<file path="src/rtl/frt_pkg.sv">
package frt_pkg;
  localparam int unsigned FRT_NUM_REGS  = 16;
  localparam int unsigned FRT_TAG_BITS  = 4;
  localparam int unsigned FRT_DATA_BITS = 64;
endpackage

</file>
<file path="src/rtl/frt_reset_sync.sv">
module frt_reset_sync (
  input  logic clk,
  input  logic rst_n,
  output logic rst_ns
);
  logic [1:0] sync_q;

  always_ff @(posedge clk or negedge rst_n) begin
    if (!rst_n) sync_q <= 2'b00;
    else        sync_q <= {sync_q[0], 1'b1};
  end

  assign rst_ns = sync_q[1];
endmodule

</file>
<file path="src/rtl/frt_slot.sv">
module frt_slot #(
  parameter int unsigned TAG_W  = 4,
  parameter int unsigned DATA_W = 64
) (
  input  logic              clk,
  input  logic              rst_n,
  input  logic              wr_en,
  input  logic [TAG_W-1:0]  wr_tag,
  input  logic              bc_valid,
  input  logic [TAG_W-1:0]  bc_tag,
  input  logic [DATA_W-1:0] bc_data,
  output logic [TAG_W-1:0]  tag_q,
  output logic [DATA_W-1:0] val_q
);
  localparam logic [TAG_W-1:0] NO_TAG = '0;

  logic              bc_hit;
  logic              tag_en;
  logic [TAG_W-1:0]  tag_d;
  logic [DATA_W-1:0] val_d;

  // next state: a new issue wins over clearing; value follows any tag match
  always_comb begin
    bc_hit = bc_valid && (bc_tag != NO_TAG) && (bc_tag == tag_q);
    tag_en = wr_en || bc_hit;
    tag_d  = wr_en ? wr_tag : NO_TAG;
    val_d  = bc_data;
  end

  always_ff @(posedge clk or negedge rst_n) begin
    if (!rst_n) begin
      tag_q <= NO_TAG;
      val_q <= '0;
    end else begin
      if (tag_en) tag_q <= tag_d;
      if (bc_hit) val_q <= val_d;
    end
  end

  // an issue always leaves its own tag behind
  a_r3_issue_records: assert property (@(posedge clk) disable iff (!rst_n)
    wr_en |=> (tag_q == $past(wr_tag)));

  // matching completion without issue frees the slot and stores data
  a_r4_match_writes: assert property (@(posedge clk) disable iff (!rst_n)
    (bc_valid && bc_tag != NO_TAG && bc_tag == tag_q && !wr_en)
    |=> (tag_q == NO_TAG && val_q == $past(bc_data)));

  // a foreign or stale tag touches nothing
  a_r5_stale_ignored: assert property (@(posedge clk) disable iff (!rst_n)
    (bc_valid && bc_tag != tag_q && !wr_en) |=> ($stable(val_q) && $stable(tag_q)));

  // collision keeps the younger tag, value still captured
  a_r6_collision: assert property (@(posedge clk) disable iff (!rst_n)
    (wr_en && bc_valid && bc_tag != NO_TAG && bc_tag == tag_q)
    |=> (tag_q == $past(wr_tag) && val_q == $past(bc_data)));
endmodule

</file>
<file path="src/rtl/frt_lookup.sv">
module frt_lookup #(
  parameter int unsigned NREG   = 16,
  parameter int unsigned TAG_W  = 4,
  parameter int unsigned DATA_W = 64,
  localparam int unsigned IDX_W = $clog2(NREG)
) (
  input  logic              clk,
  input  logic              rst_n,
  input  logic [IDX_W-1:0]  idx,
  input  logic [TAG_W-1:0]  tags   [NREG],
  input  logic [DATA_W-1:0] vals   [NREG],
  input  logic              bc_valid,
  input  logic [TAG_W-1:0]  bc_tag,
  input  logic [DATA_W-1:0] bc_data,
  output logic [TAG_W-1:0]  out_tag,
  output logic [DATA_W-1:0] out_val
);
  localparam logic [TAG_W-1:0] NO_TAG = '0;

  logic [TAG_W-1:0]  sel_tag;
  logic [DATA_W-1:0] sel_val;

  always_comb begin
    sel_tag = tags[idx];
    sel_val = vals[idx];
    if (sel_tag == NO_TAG) begin
      out_tag = NO_TAG;
      out_val = sel_val;
    end else if (bc_valid && bc_tag == sel_tag) begin
      out_tag = NO_TAG;
      out_val = bc_data;
    end else begin
      out_tag = sel_tag;
      out_val = '0;
    end
  end

  // a tag about to be resolved on the bus is never handed out
  a_r7_no_live_tag: assert property (@(posedge clk) disable iff (!rst_n)
    (bc_valid && out_tag != NO_TAG) |-> (out_tag != bc_tag));

  // a pending operand carries no value
  a_r2_tag_xor_val: assert property (@(posedge clk) disable iff (!rst_n)
    (out_tag != NO_TAG) |-> (out_val == '0));
endmodule

</file>
<file path="src/rtl/fp_rename_table.sv">
module fp_rename_table
  import frt_pkg::*;
#(
  parameter int unsigned NREG   = FRT_NUM_REGS,
  parameter int unsigned TAG_W  = FRT_TAG_BITS,
  parameter int unsigned DATA_W = FRT_DATA_BITS,
  localparam int unsigned IDX_W = $clog2(NREG)
) (
  input  logic              clk,
  input  logic              rst_n,
  input  logic              iss_valid,
  input  logic [IDX_W-1:0]  iss_dst,
  input  logic [TAG_W-1:0]  iss_tag,
  input  logic [IDX_W-1:0]  src_a_idx,
  input  logic [IDX_W-1:0]  src_b_idx,
  input  logic              bc_valid,
  input  logic [TAG_W-1:0]  bc_tag,
  input  logic [DATA_W-1:0] bc_data,
  output logic [TAG_W-1:0]  src_a_tag,
  output logic [DATA_W-1:0] src_a_val,
  output logic [TAG_W-1:0]  src_b_tag,
  output logic [DATA_W-1:0] src_b_val
);
  logic              rst_ns;
  logic [NREG-1:0]   wr_sel;
  logic [TAG_W-1:0]  slot_tag [NREG];
  logic [DATA_W-1:0] slot_val [NREG];

  frt_reset_sync u_rst (
    .clk    (clk),
    .rst_n  (rst_n),
    .rst_ns (rst_ns)
  );

  always_comb begin
    wr_sel = '0;
    if (iss_valid) wr_sel[iss_dst] = 1'b1;
  end

  for (genvar g = 0; g < NREG; g++) begin : g_slot
    frt_slot #(.TAG_W(TAG_W), .DATA_W(DATA_W)) u_slot (
      .clk      (clk),
      .rst_n    (rst_ns),
      .wr_en    (wr_sel[g]),
      .wr_tag   (iss_tag),
      .bc_valid (bc_valid),
      .bc_tag   (bc_tag),
      .bc_data  (bc_data),
      .tag_q    (slot_tag[g]),
      .val_q    (slot_val[g])
    );
  end

  frt_lookup #(.NREG(NREG), .TAG_W(TAG_W), .DATA_W(DATA_W)) u_look_a (
    .clk      (clk),
    .rst_n    (rst_ns),
    .idx      (src_a_idx),
    .tags     (slot_tag),
    .vals     (slot_val),
    .bc_valid (bc_valid),
    .bc_tag   (bc_tag),
    .bc_data  (bc_data),
    .out_tag  (src_a_tag),
    .out_val  (src_a_val)
  );

  frt_lookup #(.NREG(NREG), .TAG_W(TAG_W), .DATA_W(DATA_W)) u_look_b (
    .clk      (clk),
    .rst_n    (rst_ns),
    .idx      (src_b_idx),
    .tags     (slot_tag),
    .vals     (slot_val),
    .bc_valid (bc_valid),
    .bc_tag   (bc_tag),
    .bc_data  (bc_data),
    .out_tag  (src_b_tag),
    .out_val  (src_b_val)
  );

  // without an issue strobe no slot is selected for writing
  a_r9_no_stray_write: assert property (@(posedge clk) disable iff (!rst_ns)
    !iss_valid |-> (wr_sel == '0));

  // exactly one slot takes the issue tag
  a_r3_one_dest: assert property (@(posedge clk) disable iff (!rst_ns)
    iss_valid |-> $onehot0(wr_sel) && (wr_sel != '0));
endmodule

</file>
<file path="config.mk">
export PLATFORM = sky130hd
export DESIGN_NAME = fp_rename_table
export DESIGN_NICKNAME = d
export VERILOG_FILES = /design/src/rtl/frt_pkg.sv /design/src/rtl/frt_reset_sync.sv /design/src/rtl/frt_slot.sv /design/src/rtl/frt_lookup.sv /design/src/rtl/fp_rename_table.sv
export SDC_FILE = /design/constraint.sdc
export NUM_CORES = 2
export LEC_CHECK = 0
export BUFFER_PORTS_ARGS = -buffer_cell sky130_fd_sc_hd__buf_2
export CAP_MARGIN = 20
export CORE_ASPECT_RATIO = 2
export CORE_MARGIN = 3
export CORE_UTILIZATION = 40
export CTS_BUF_LIST = sky130_fd_sc_hd__clkbuf_8
export DETAILED_ROUTE_END_ITERATION = 16
export SYNTH_ARGS = -nofsm -noshare
export SYNTH_HDL_FRONTEND = slang
export SYNTH_SLANG_ARGS = --single-unit
export TNS_END_PERCENT = 30
</file>
<file path="constraint.sdc">
create_clock -name clk -period 38.5 [get_ports clk]
set_clock_uncertainty 0.1 [all_clocks]
set_input_delay 3.85 -clock clk [delete_from_list [all_inputs] [get_ports clk]]
set_output_delay 3.85 -clock clk [all_outputs]
set_load 0.005 [all_outputs]
</file>
==> results.md <==
- Final Hold Slack: 248 ps
- Crit path launch type: primary input
- Yosys warns: 0
- Critical path arrival: 8000 ps
- CP endpoint kind: output port
- Resize count post-CTS: 0
- Top cells by area, synth: dfrtp_1 (45%), mux4_2 (24%), mux2_2 (19%), clkbuf_1 (1.8%), nand2_1 (1.3%)
- Tmin final: 11950 ps
- Number of clock sinks: 1090
- Root buf cell: clkbuf_8
- Die Y-Extent: around 560 um
- FFs w/ async S/R, synth: 1.00
- R2R Setup Slk: about 33000 ps
- CP required: 34550 ps
- Final Power: 0.00480 W
- Num rows: 200
- Number of flops mapped to enable cells by yosys: 0
- Fin worst setup slack: about 27000 ps
- Initial antenna violation count: 10
- Yosys reg bits: ~1100
- # IOs: about 220
- Pleak: about 27 nW
- Biggest area consumer among synthesized cells: dfrtp_1
- GR Overflow Total: 0
- Drt wl/cell: a little over 30 um
- Synth Instances: 4063
- Post-synth cell types: between 40 and 50
- Syn_nets: slightly above 4000
- Port Buf Inserts: 223
- Largest net degree at the start of global routing: 181
- All-layer global routing usage: 0.244
- Avg Cell Area, Syn: 14.8 um2
- Share of layout cells above drive strength 1: 0.538
- Via-to-Cell Ratio: 6.20
- Slew Limit Fails: 0
- H-tree level count: 4
- Post-DP HPWL: 112000 um
- Postcts setup bufs: 0
- Max cap viols: 0
- Worst skew pair latency: 840 ps
- Post-synth top cells: dfrtp_1 (1090), mux2_2 (1041), mux4_2 (650)
- DRT Pass-1 Iters: 6
- Max FO, Critical Path: 94
- DRC Markers: 0
- Die W: 281 um
- CTS clock-pin slew for the worst setup and hold paths: 60 ps
- Mapped Area: 0.0603 mm2
- Status: finished, final reports clean
- Pre-CTS setup slack: 26460 ps
- Final ANT Viol Nets: 0
- Synth-to-layout area growth: 10.2%
- Placeable core area: 0.149 mm2
- Die area: 0.156 mm2
- Starting Density: 0.404
- Post-synthesis sequential area ratio: 0.452
- RSZ-0062 raised after global routing: false
- Worst vdd ir: 0.0000298 V
- Area share of the largest cell type after synthesis: 0.452
- Dominant cell by count in the synthesized netlist: dfrtp_1
- Number of CTS-inserted buffers: 172
- Routability Congestion: 0.867
- Cts hold-fix bufs: 0
- Nets: roughly 4200
- Total number of vias: 38200
- Max Freq: 83.7 MHz
- Final wirelength: around 190000 um
- Fin crit share: 0.310
- Max-Slew Margin vs Limit: 0.243
- CTS tree: done
- Worst Hold Class: flip-flop to flip-flop
- Iteration-0 DRC Markers: around 2800
- Count of final setup violators: 0
- Final hold violations: 0
- First-pass GRT wire length: 281000 um
- Power Dens Cells: between 70 and 80 mW/mm2
- Worst-margin pin slew: about 1100 ps
- Crit path kind: primary input to output port
- Setup_tns: 0 ps
- Dominant synthesized flop cell: dfrtp_1
- Longest Clk Path Bufs: 4
- Vias in the first global route: 41700
layout make-up:
cell class	instances	area [um2]
clock inverters	68	347
flip-flops and latches	1090	27300
fillers	13200	82700
multi-input cells	2492	31300
diodes	3	7.51
clock buffers	215	2960
repair buffers	304	1880
inverters	67	256
well taps	1919	2400
sequential cells by signal, indices dropped and copies added, names as in the netlist:
| name | cells |
|---|---|
| u_rst.sync_q | 2 |
| g_slot.u_slot.tag_q | 64 |
| g_slot.u_slot.val_q | 1024 |
critical path, cell delays in order:
cell	delay [ps]
buf_8	580
buf_12	720
nand2b_1	220
o22ai_1	100
a221oi_1	730
mux2_2	430
o211a_1	140
a311oi_1	860
buf_2	250
through the flow:
step	area, um2	cells	utilization
finish	66400	6158	0.445
global route	66400	6156	0.445
CTS	66400	6153	0.445
detailed placement	63000	5870	0.423
global placement	63000	5869	0.423
floorplan	60300	4063	-
cells by family after synthesis:
logic type             after synthesis  synth area share
multiplexers                      1735             0.445
flip-flops                        1090             0.452
buffers and inverters              481            0.0317
AND/OR/NAND/NOR                    378            0.0273
AO/OA/AOI/OAI                      309            0.0339
XOR/XNOR                            69            0.0100
other                                1         0.0000622
path summary, 6_finish.rpt:
| kind | depth (start not counted) | startpoint | end |
|---|---|---|---|
| max | 9 | src_b_idx[0] | src_b_tag[2] |
| min | 0 | u_rst.sync_q[0] | u_rst.sync_q[1] |
| max reg2reg | 5 | u_rst.sync_q[1] | g_slot[4].u_slot.val_q[62] |
| min reg2reg | 0 | u_rst.sync_q[0] | u_rst.sync_q[1] |
| max in group asynchronous | 5 | u_rst.sync_q[1] | g_slot[4].u_slot.val_q[62] |
| min in group asynchronous | 0 | u_rst.sync_q[1] | g_slot[8].u_slot.val_q[47] |
cells in the final DEF (no fill, tap or decap), types with 4 or more instances in the layout:
cell	n
dfrtp_1	1089
mux2_2	1041
mux4_2	650
clkbuf_8	216
buf_2	216
nand2_1	215
o21ai_0	130
inv_1	112
buf_4	75
nand3_1	74
xnor2_1	68
o31ai_1	64
o22ai_1	46
mux2i_1	44
nor2_1	20
o22ai_2	20
nand4_1	16
nor2_4	16
clkinv_2	16
a22oi_1	13
nor2b_1	11
nor3_1	7
a22o_1	5
o211ai_1	5
nand2b_1	5
inv_6	4
and2_1	4
a21oi_1	4
buf_8	4
buf_12	4
power by group:
group / total (W) / leakage [nW] / switching, W / internal [W]
registers: 0.00210 / 13.4 / 0.000405 / 0.00170
clock network: 0.000981 / 1.90 / 0.000468 / 0.000513
logic: 0.00172 / 11.7 / 0.000656 / 0.00107
total: 0.00480 / 27.0 / 0.00153 / 0.00327
per-layer routing:
| metal | wire length [um] | vias to the layer above | share of wire | track usage |
|---|---|---|---|---|
| li1 | - | 15700 | - | - |
| met1 | 75600 | 20900 | 0.40 | 0.310 |
| met2 | 97800 | 1191 | 0.52 | 0.431 |
| met3 | 9140 | 370 | 0.048 | 0.0324 |
| met4 | 6460 | 0 | 0.034 | 0.0824 |
| met5 | 0 | - | 0 | 0 |
(Power assumes the default switching activity.)
